File: config.mk
export PLATFORM = sky130hd
export DESIGN_NAME = quad_alu
export DESIGN_NICKNAME = d
export VERILOG_FILES = /design/src/rtl/quad_alu_pkg.sv /design/src/rtl/alu_addsub.sv /design/src/rtl/alu_logic.sv /design/src/rtl/alu_flags.sv /design/src/rtl/quad_alu.sv
export SDC_FILE = /design/constraint.sdc
export NUM_CORES = 1
export LEC_CHECK = 0
export BUFFER_PORTS_ARGS = -buffer_cell sky130_fd_sc_hd__buf_4
export CORE_MARGIN = 2
export CORE_UTILIZATION = 45
export DETAILED_ROUTE_END_ITERATION = 7
export PLACE_DENSITY = 0.78
export SLEW_MARGIN = 20
export SYNTH_ARGS = -nofsm -noshare
export SYNTH_HDL_FRONTEND = slang
export SYNTH_SLANG_ARGS = --single-unit
File: constraint.sdc
create_clock -name vclk -period 9.28
set_input_delay 0.928 -clock vclk [all_inputs]
set_output_delay 0.928 -clock vclk [all_outputs]
set_load 0.005 [all_outputs]
File: src/rtl/quad_alu_pkg.sv
package quad_alu_pkg;
  typedef enum logic [1:0] {
    FN_ADD = 2'd0,
    FN_SUB = 2'd1,
    FN_AND = 2'd2,
    FN_XOR = 2'd3
  } alu_fn_e;

  typedef struct packed {
    logic ovf;
    logic zero;
    logic carry;
  } alu_flags_t;
endpackage

File: src/rtl/alu_addsub.sv
module alu_addsub #(
  parameter int W = 64
) (
  input  logic [W-1:0] a,
  input  logic [W-1:0] b,
  input  logic         do_sub,
  output logic [W-1:0] sum,
  output logic         cout,
  output logic         sovf
);
  localparam int MSB = W - 1;

  // one adder serves both add and subtract: a + ~b + 1 forms a - b
  function automatic logic [W:0] wide_add(input logic [W-1:0] p,
                                          input logic [W-1:0] q,
                                          input logic         cin);
    return {1'b0, p} + {1'b0, q} + {{W{1'b0}}, cin};
  endfunction

  logic [W-1:0] b_eff;
  logic [W:0]   total;

  always_comb begin
    b_eff = do_sub ? ~b : b;
    total = wide_add(a, b_eff, do_sub);
    sum   = total[W-1:0];
    cout  = total[W];
    // overflow happens when both addends share a sign and the sum leaves it
    sovf  = (a[MSB] == b_eff[MSB]) && (total[MSB] != a[MSB]);
  end
endmodule

File: src/rtl/alu_logic.sv
module alu_logic #(
  parameter int W = 64
) (
  input  logic [W-1:0] a,
  input  logic [W-1:0] b,
  output logic [W-1:0] and_w,
  output logic [W-1:0] xor_w
);
  genvar i;
  generate
    for (i = 0; i < W; i++) begin : g_bit
      assign and_w[i] = a[i] & b[i];
      assign xor_w[i] = a[i] ^ b[i];
    end
  endgenerate
endmodule

File: src/rtl/alu_flags.sv
module alu_flags
  import quad_alu_pkg::*;
#(
  parameter int W = 64
) (
  input  alu_fn_e      fn,
  input  logic [W-1:0] res,
  input  logic         arith_cout,
  input  logic         arith_ovf,
  output alu_flags_t   flags
);
  always_comb begin
    flags.zero = ~|res;
    unique case (fn)
      FN_ADD: begin flags.ovf = arith_ovf; flags.carry = arith_cout;  end
      FN_SUB: begin flags.ovf = arith_ovf; flags.carry = ~arith_cout; end
      default: begin flags.ovf = 1'b0;     flags.carry = 1'b0;        end
    endcase
  end
endmodule

File: src/rtl/quad_alu.sv
module quad_alu
  import quad_alu_pkg::*;
#(
  parameter int W = 64
) (
  input  logic [W-1:0] opnd_x,
  input  logic [W-1:0] opnd_y,
  input  logic [1:0]   func_sel,
  output logic [W-1:0] result,
  output logic         flag_ovf,
  output logic         flag_zero,
  output logic         flag_carry
);
  alu_fn_e      fn;
  logic [W-1:0] arith_sum, and_word, xor_word;
  logic         arith_cout, arith_ovf;
  alu_flags_t   flags;

  assign fn = alu_fn_e'(func_sel);

  alu_addsub #(.W(W)) u_addsub (
    .a(opnd_x), .b(opnd_y), .do_sub(fn == FN_SUB),
    .sum(arith_sum), .cout(arith_cout), .sovf(arith_ovf)
  );

  alu_logic #(.W(W)) u_logic (
    .a(opnd_x), .b(opnd_y), .and_w(and_word), .xor_w(xor_word)
  );

  always_comb begin
    unique case (fn)
      FN_ADD, FN_SUB: result = arith_sum;
      FN_AND:         result = and_word;
      default:        result = xor_word;
    endcase
  end

  alu_flags #(.W(W)) u_flags (
    .fn(fn), .res(result), .arith_cout(arith_cout), .arith_ovf(arith_ovf),
    .flags(flags)
  );

  assign flag_ovf   = flags.ovf;
  assign flag_zero  = flags.zero;
  assign flag_carry = flags.carry;
endmodule

==> results of run 1 <==
-- cell usage after synthesis (5+ instances only) --
cell type | number | area share, %
a211o_1 | 7 | 0.84
o21ai_0 | 87 | 6.0
or4_1 | 5 | 0.52
o211ai_1 | 25 | 2.6
xor2_1 | 24 | 2.9
o21a_1 | 11 | 1.1
nand3_1 | 15 | 1.0
nand2b_1 | 21 | 1.8
and2_1 | 5 | 0.43
o31ai_1 | 7 | 0.72
o21bai_1 | 9 | 0.93
and3_1 | 8 | 0.69
a21o_1 | 23 | 2.4
nor4_1 | 14 | 1.2
or3_1 | 10 | 0.86
inv_1 | 15 | 0.77
nor3_1 | 27 | 1.9
nand4_1 | 25 | 2.1
a211oi_1 | 16 | 1.6
nor2_1 | 51 | 2.6
xnor2_1 | 86 | 10
mux2i_1 | 34 | 4.7
nor2b_1 | 17 | 1.5
mux2_2 | 13 | 2.0
nand2_1 | 98 | 5.1
buf_2 | 5 | 0.34
a31oi_1 | 10 | 0.86
clkbuf_1 | 51 | 2.6
a21oi_1 | 109 | 7.5
ha_1 | 134 | 23
-- logic make-up after synthesis --
group,count (synthesis)
AND/OR/NAND/NOR,318
XOR/XNOR,110
AO/OA/AOI/OAI,350
buffers and inverters,75
adder cells (fa/ha/maj),135
multiplexers,47
-- layer usage --
metal | vias to the layer above | track usage [%]
met5 | - | 0
li1 | 4192 | -
met3 | 35 | 2.93
met4 | 0 | 3.38
met2 | 413 | 48.1
met1 | 4027 | 40.8
-- power by group through the flow --
| stage | clock (mW) | combinational [mW] | sequential (mW) |
|---|---|---|---|
| after floorplan | 0 | 0.511 | 0 |
| after global placement | 0 | 0.798 | 0 |
| after detailed placement | 0 | 0.804 | 0 |
| after CTS | 0 | 0.808 | 0 |
| after global routing | 0 | 0.899 | 0 |
| final | 0 | 0.823 | 0 |
-- worst max path at each step --
stage | from | to | slack [ns] | depth (start not counted)
2_1_floorplan | func_sel[0] | flag_zero | 1.16 | 24
3_3_place_gp | func_sel[1] | flag_zero | 0.68 | 20
3_5_place_dp | func_sel[1] | flag_zero | 0.76 | 19
4_1_cts | func_sel[1] | flag_zero | 0.74 | 19
5_1_grt | func_sel[1] | flag_zero | 0.24 | 19
6_report | func_sel[1] | flag_zero | 0.56 | 19
-- area by class of cell --
type	count	share of cell area (%)
multi-input cells	960	79.2
repair buffers	201	17.1
well taps	216	3.06
inverters	15	0.638
==> flow_metrics.env, run 1 <==
export IMPL_crit_type="in -> out"
export IMPL_wl_met3_um=2250
export IMPL_setup_slack_ns=0.556
export IMPL_die_h_um=131
export IMPL_postRouteAntennaNets=0
export IMPL_status="finished, final reports clean"
export IMPL_pwr_density_cell_nw_per_um2=93.3
export IMPL_syn_cell_area_um2=7280
export IMPL_antenna_found_initial=0
export IMPL_die_area_um2=17200
export IMPL_crit_arrival_ns=7.80
export IMPL_wl_per_cell_um=18.8
export IMPL_io_buffers=197
export IMPL_start_util_pct=46.0
export IMPL_finalSetupViolCount=0
export IMPL_hold_viol=0
export IMPL_holdPathEnd="flag_ovf"
export IMPL_cts_hold_buf=0
export IMPL_dpl_worst_slack_ns=0.764
export IMPL_finalCritPeriodShare_pct=94.0
export IMPL_areaGrowthSynthToFinish_pct=21.3
export IMPL_nClkBuffers=0
export IMPL_fill_cells=1579
export IMPL_dr_pass1_iters=5
export IMPL_power_switching_mw=0.469
export IMPL_grt_usage_pct=28.7
export IMPL_drc_errors=0
export IMPL_worst_slew_pin_slew_ns=1.08
export IMPL_fin_util_pct=55.8
export IMPL_worstSetupStartpointType="input pin"
export IMPL_design_seq_count=0
export IMPL_die_x_um=131
export IMPL_totalWireLength_um=26100
export IMPL_crit_path_max_incr_delay_ns=0.98
export IMPL_finalPower_mw=0.823
export IMPL_post_cts_buffers=0
export IMPL_synth_fa_ha_area_share_pct=23.3
export IMPL_grt_pass1_vias=8111
export IMPL_layout_commonest_cell="buf_4"
export IMPL_min_path_cells=4
export IMPL_hpwl_um=21600
export IMPL_synth_top_family_by_area="compound AO/OA/AOI/OAI gates"
export IMPL_cp_top_family="compound AO/OA/AOI/OAI gates"
export IMPL_synth_compound_area_share_pct=30.3
export IMPL_cp_buffers_inverters=4
export IMPL_tns_ns=0
export IMPL_place_inst=1392
export IMPL_p_clk_share_pct=0
export IMPL_worstPathMaxFanout=44
export IMPL_yosysUniqueCellTypes=71
export IMPL_synth_cells=1035
export IMPL_synthSimpleGateAreaFrac_pct=22.4
export IMPL_p_int_mw=0.355
export IMPL_final_design_area_no_fill_um2=8830
export IMPL_endpoint_kind="output pin"
export IMPL_cts_resized=0
export IMPL_p_comb_share_pct=100.0
export IMPL_holdWs_ns=2.26
export IMPL_met2_length_um=11800
export IMPL_rsz0062_at_grt="false"
export IMPL_cp_slowest_cell="a2111oi_0"
export IMPL_drv_slew=0
export IMPL_power_share_sequential_pct=0
export IMPL_drt_iter0_markers=841
export IMPL_diodes=0
export IMPL_wl_met1_um=11700
export IMPL_top_layer="met4"
export IMPL_grt_pass1_wl_um=42000
export IMPL_synthXorXnorAreaFrac_pct=13.2
export IMPL_yosys_warnings=0
export IMPL_coreArea_um2=15800
export IMPL_drv_cap=0
export IMPL_viasPerCell=6.23
export IMPL_fmax_mhz=115
export IMPL_multi_input_area_um2=6990
export IMPL_nNetsFinal=1443
export IMPL_layout_area_seq_um2=0
export IMPL_p_leak_nw=3.91
export IMPL_synth_seq_area_share_pct=0
export IMPL_overflow=0
export IMPL_path_cells="buf_4 -> inv_1 -> buf_4 -> nand2_4 -> xnor2_1 -> ha_1 -> nand4_1 -> a2111oi_0 -> nand3_1 -> a21oi_1 -> nor4_1 -> o41ai_1 -> xnor2_1 -> o21ai_0 -> nor4_1 -> o2111a_1 -> nand4b_1 -> nor4_2 -> buf_4"
export IMPL_relSlewSlack_pct=26.2
export IMPL_place_area_um2=8830
export IMPL_place_gp_congestion=0.995
export IMPL_crit_path_frequent_cell="buf_4"
export IMPL_row_count=46
export IMPL_synthMuxAreaShare_pct=6.68
export IMPL_hold_start="opnd_x[63]"
export IMPL_hp_class="in -> out"
export IMPL_avgSynthCellArea_um2=7.03
export IMPL_drive_gt1_share_pct=19.4
export IMPL_synth_nets=1300
export IMPL_grt_max_degree=69
export IMPL_period_needed_ns=8.72
export IMPL_cp_required_ns=8.35
export IMPL_num_vias=8667
export IMPL_io_pins=197
export IMPL_instances_no_fill=1392
export IMPL_p_sw_share_pct=56.9
export IMPL_final_cell_mix="buf_4, ha_1, a21oi_1, nand2_1, o21ai_0"
export IMPL_vdd_ir_drop_max_v=0.0000452
Note: power is estimated with default switching activity, not from simulation.
==> run 2, diff against run 1 <==
CAP_MARGIN = 15   (was default)
CORE_MARGIN = default   (was 2)
==> run 2 against run 1 <==
Net effect:
- die area down 3.0%
- highest routed layer unchanged
- power barely moved
- largest power group unchanged
- maximum frequency grew 9.7%
- critical path type unchanged
- sequential share of layout area is the same
- core utilization is the same
==> flow_metrics.env, run 2 (synthesized netlist as in run 1, its figures left out) <==
export IMPL_status="finished, final reports clean"
export IMPL_grt_max_degree=111
export IMPL_dr_pass1_iters=5
export IMPL_worstSetupStartpointType="input pin"
export IMPL_coreArea_um2=15800
export IMPL_grt_pass1_wl_um=40500
export IMPL_nNetsFinal=1443
export IMPL_diodes=0
export IMPL_place_inst=1392
export IMPL_areaGrowthSynthToFinish_pct=21.3
export IMPL_layout_area_seq_um2=0
export IMPL_cts_hold_buf=0
export IMPL_drt_iter0_markers=824
export IMPL_tns_ns=0
export IMPL_grt_met1_usage_pct=42.7
export IMPL_die_x_um=129
export IMPL_met3_usage_pct=2.27
export IMPL_fin_util_pct=55.8
export IMPL_drive_gt1_share_pct=19.4
export IMPL_cp_required_ns=8.35
export IMPL_wl_per_cell_um=18.6
export IMPL_cp_buffers_inverters=3
export IMPL_grt_pass1_vias=8009
export IMPL_vdd_ir_drop_max_v=0.0000665
export IMPL_die_area_um2=16700
export IMPL_drv_slew=0
export IMPL_cp_top_family="compound AO/OA/AOI/OAI gates"
export IMPL_grt_use_met2_pct=49.4
export IMPL_overflow=0
export IMPL_relSlewSlack_pct=26.5
export IMPL_num_vias=8715
export IMPL_cp_slowest_cell="a2111oi_0"
export IMPL_hp_class="in -> out"
export IMPL_finalCritPeriodShare_pct=85.7
export IMPL_rsz0062_at_grt="false"
export IMPL_drc_errors=0
export IMPL_finalPower_mw=0.824
export IMPL_worstPathMaxFanout=49
export IMPL_io_buffers=197
export IMPL_io_pins=197
export IMPL_design_seq_count=0
export IMPL_crit_type="in -> out"
export IMPL_top_usage_layer="met2"
export IMPL_holdPathEnd="flag_ovf"
export IMPL_endpoint_kind="output pin"
export IMPL_cts_resized=0
export IMPL_final_cell_mix="buf_4, ha_1, a21oi_1, nand2_1, o21ai_0"
export IMPL_period_needed_ns=7.95
export IMPL_post_cts_buffers=0
export IMPL_hold_start="opnd_x[63]"
export IMPL_nClkBuffers=0
export IMPL_viasPerCell=6.26
export IMPL_antenna_found_initial=0
export IMPL_totalWireLength_um=25900
export IMPL_finalSetupViolCount=0
export IMPL_drv_cap=0
export IMPL_min_path_cells=4
export IMPL_crit_arrival_ns=7.03
export IMPL_path_cells="buf_4 -> nand2_4 -> buf_4 -> xnor2_1 -> ha_1 -> nand4_1 -> a2111oi_0 -> nand3_1 -> a21oi_1 -> nor4_1 -> o41ai_1 -> xnor2_1 -> o21ai_0 -> nor4_1 -> o2111a_1 -> nand4b_1 -> nor4_2 -> buf_4"
export IMPL_p_leak_nw=3.91
export IMPL_place_gp_congestion=0.959
export IMPL_fill_cells=1555
export IMPL_hpwl_um=21400
export IMPL_layout_commonest_cell="buf_4"
export IMPL_postRouteAntennaNets=0
export IMPL_crit_path_max_incr_delay_ns=0.88
export IMPL_start_util_pct=46.0
export IMPL_grt_usage_pct=30.0
export IMPL_instances_no_fill=1392
export IMPL_die_h_um=129
export IMPL_hold_viol=0
export IMPL_worst_slew_pin_slew_ns=1.10
export IMPL_crit_path_frequent_cell="buf_4"
export IMPL_pwr_density_cell_nw_per_um2=93.3
export IMPL_fmax_mhz=126
export IMPL_row_count=46
## run 2: cell counts in the layout (fill, tap and decap cells not counted)
Identical to the previous run, type by type.
## run 2: stage by stage
step | instance area (µm²) | setup WS [ns] | hold slack, ns
floorplan | 7280 | 1.16 | 2.02
global route | 8830 | 0.909 | 2.30
detailed placement | 8830 | 1.49 | 2.27
CTS | 8830 | 1.44 | 2.27
global placement | 8830 | 1.77 | 2.27
finish | 8830 | 1.33 | 2.27
## run 2: layout make-up
class	count	area [µm²]	area share, %
inverters	15	56.3	0.638
multi-input cells	960	6990	79.2
well taps	216	270	3.06
repair buffers	201	1510	17.1
## run 2: worst max path at each step
stage,startpoint,to,slack (ns),cells after the start
finish,func_sel[0],flag_zero,1.33,18
global route,func_sel[0],flag_zero,0.91,18
CTS,func_sel[0],flag_zero,1.44,18
detailed placement,func_sel[0],flag_zero,1.49,18
global placement,func_sel[0],flag_zero,1.77,18
floorplan,func_sel[0],flag_zero,1.16,24
## run 2: tightest hold or removal path: stages
cell	delay [ns]
buf_4	0.10
xor2_1	0.13
nor3_1	0.06
buf_4	0.13
## run 2: where the power goes
part           leakage, nW  internal [mW]  switching [mW]
logic                 3.91          0.355           0.469
clock network            0              0               0
registers                0              0               0
## run 2: routing by layer
layer	vias up	part of all wire, %
li1	4185	-
met1	4032	46
met2	444	44
met3	54	8.1
met4	0	2.0
met5	-	0
==> run 3, diff against run 2 <==
ABC_CLOCK_PERIOD_IN_PS = 9280   (was default)
RECOVER_POWER = 50   (was default)
==> run 3 against run 2 <==
Net effect:
- the run now ends with max-capacitance violations, max-slew violations left
- sequential share of layout area stayed put
- non-clock buffer count stayed put
- first-iteration DRC count is 1.7% higher
- cell count stayed put
- sequential cell count stayed put
- power is 0.11% lower
- largest power group unchanged
==> flow_metrics.env, run 3 (synthesized netlist as in run 1, its figures left out) <==
export IMPL_wl_per_cell_um=18.7
export IMPL_areaGrowthSynthToFinish_pct=21.1
export IMPL_failed_checks="max-capacitance violations, max-slew violations"
export IMPL_design_seq_count=0
export IMPL_layout_commonest_cell="buf_4"
export IMPL_diodes=0
export IMPL_grt_pass1_vias=8009
export IMPL_cp_required_ns=8.35
export IMPL_viasPerCell=6.24
export IMPL_nNetsFinal=1443
export IMPL_drive_gt1_share_pct=19.1
export IMPL_drc_errors=0
export IMPL_crit_type="in -> out"
export IMPL_place_inst=1392
export IMPL_place_gp_congestion=0.959
export IMPL_cp_buffers_inverters=3
export IMPL_p_leak_nw=3.90
export IMPL_layout_area_seq_um2=0
export IMPL_cts_resized=0
export IMPL_post_cts_buffers=0
export IMPL_hold_viol=0
export IMPL_postRouteAntennaNets=0
export IMPL_instances_no_fill=1392
export IMPL_tns_ns=0
export IMPL_coreArea_um2=15800
export IMPL_die_area_um2=16700
export IMPL_overflow=0
export IMPL_pwr_density_cell_nw_per_um2=93.4
export IMPL_vdd_ir_drop_max_v=0.0000660
export IMPL_dr_pass1_iters=7
export IMPL_hp_class="in -> out"
export IMPL_grt_max_degree=111
export IMPL_grt_pass1_wl_um=40500
export IMPL_finalCritPeriodShare_pct=86.4
export IMPL_nClkBuffers=0
export IMPL_totalWireLength_um=26000
export IMPL_worst_slew_pin_slew_ns=2.74
export IMPL_hold_start="opnd_x[63]"
export IMPL_io_pins=197
export IMPL_fill_cells=1558
export IMPL_antenna_found_initial=0
export IMPL_worstPathMaxFanout=49
export IMPL_cp_startpoint="func_sel[0]"
export IMPL_drv_cap=1
export IMPL_status="complete, but fails checks"
export IMPL_cp_top_family="simple AND/OR/NAND/NOR gates"
export IMPL_rsz0062_at_grt="false"
export IMPL_start_util_pct=46.0
export IMPL_io_buffers=197
export IMPL_final_cell_mix="buf_4, ha_1, a21oi_1, nand2_1, o21ai_0"
export IMPL_die_h_um=129
export IMPL_row_count=46
export IMPL_endpoint_kind="output pin"
export IMPL_hpwl_um=21400
export IMPL_num_vias=8692
export IMPL_worstSetupStartpointType="input pin"
export IMPL_period_needed_ns=8.02
export IMPL_relSlewSlack_pct=-82.8
export IMPL_cts_hold_buf=0
export IMPL_fmax_mhz=125
export IMPL_drv_slew=44
export IMPL_grt_usage_pct=30.0
export IMPL_finalSetupViolCount=0
export IMPL_crit_path_max_incr_delay_ns=1.99
export IMPL_die_x_um=129
export IMPL_path_cells="buf_4 -> clkbuf_1 -> nor2b_1 -> a211oi_1 -> a21oi_1 -> nor3_1 -> o2111ai_1 -> or4b_1 -> or4_1 -> nor4_1 -> nand4_1 -> nor4_1 -> nand3_1 -> nor4_2 -> buf_4"
export IMPL_crit_arrival_ns=7.09
export IMPL_drt_iter0_markers=838
export IMPL_cp_slowest_cell="clkbuf_1"
-- run 3: changes by cell type in the layout (fill, tap and decap cells not counted), sizes merged --
cell / before / now
clkbuf: 0 / 14
buf: 201 / 187
-- run 3: area by class of cell --
type                            instances  area, µm²  area share (%)
Inverter                               15       56.3           0.639
Multi-Input combinational cell        960       6980            79.2
Tap cell                              216        270            3.07
Timing Repair Buffer                  201       1510            17.1
-- run 3: per-stage QoR --
stage	hold slack, ns	util, %	cell area (µm²)	setup slack [ns]	power [mW]
after global routing	2.30	55.7	8810	0.910	0.895
after CTS	2.27	55.8	8830	1.44	0.809
after global placement	2.27	55.8	8830	1.77	0.799
after floorplan	2.02	-	7280	1.16	0.511
after detailed placement	2.27	55.8	8830	1.49	0.804
final	2.27	55.7	8810	1.26	0.823
-- run 3: where the power goes --
group	internal, mW	switching (mW)	leakage, nW
Sequential	0	0	0
Clock	0	0	0
Combinational	0.355	0.468	3.90
Total	0.355	0.468	3.90
-- run 3: metal layers --
layer | global-route usage (%) | share of wire (%)
met5 | 0 | 0
met3 | 2.27 | 8.0
met4 | 5.67 | 2.1
met1 | 42.7 | 46
met2 | 49.4 | 44
-- run 3: worst paths after layout --
check | end | slack, ns | cells after the start
max | flag_zero | 1.26 | 15
min | flag_ovf | 2.27 | 4
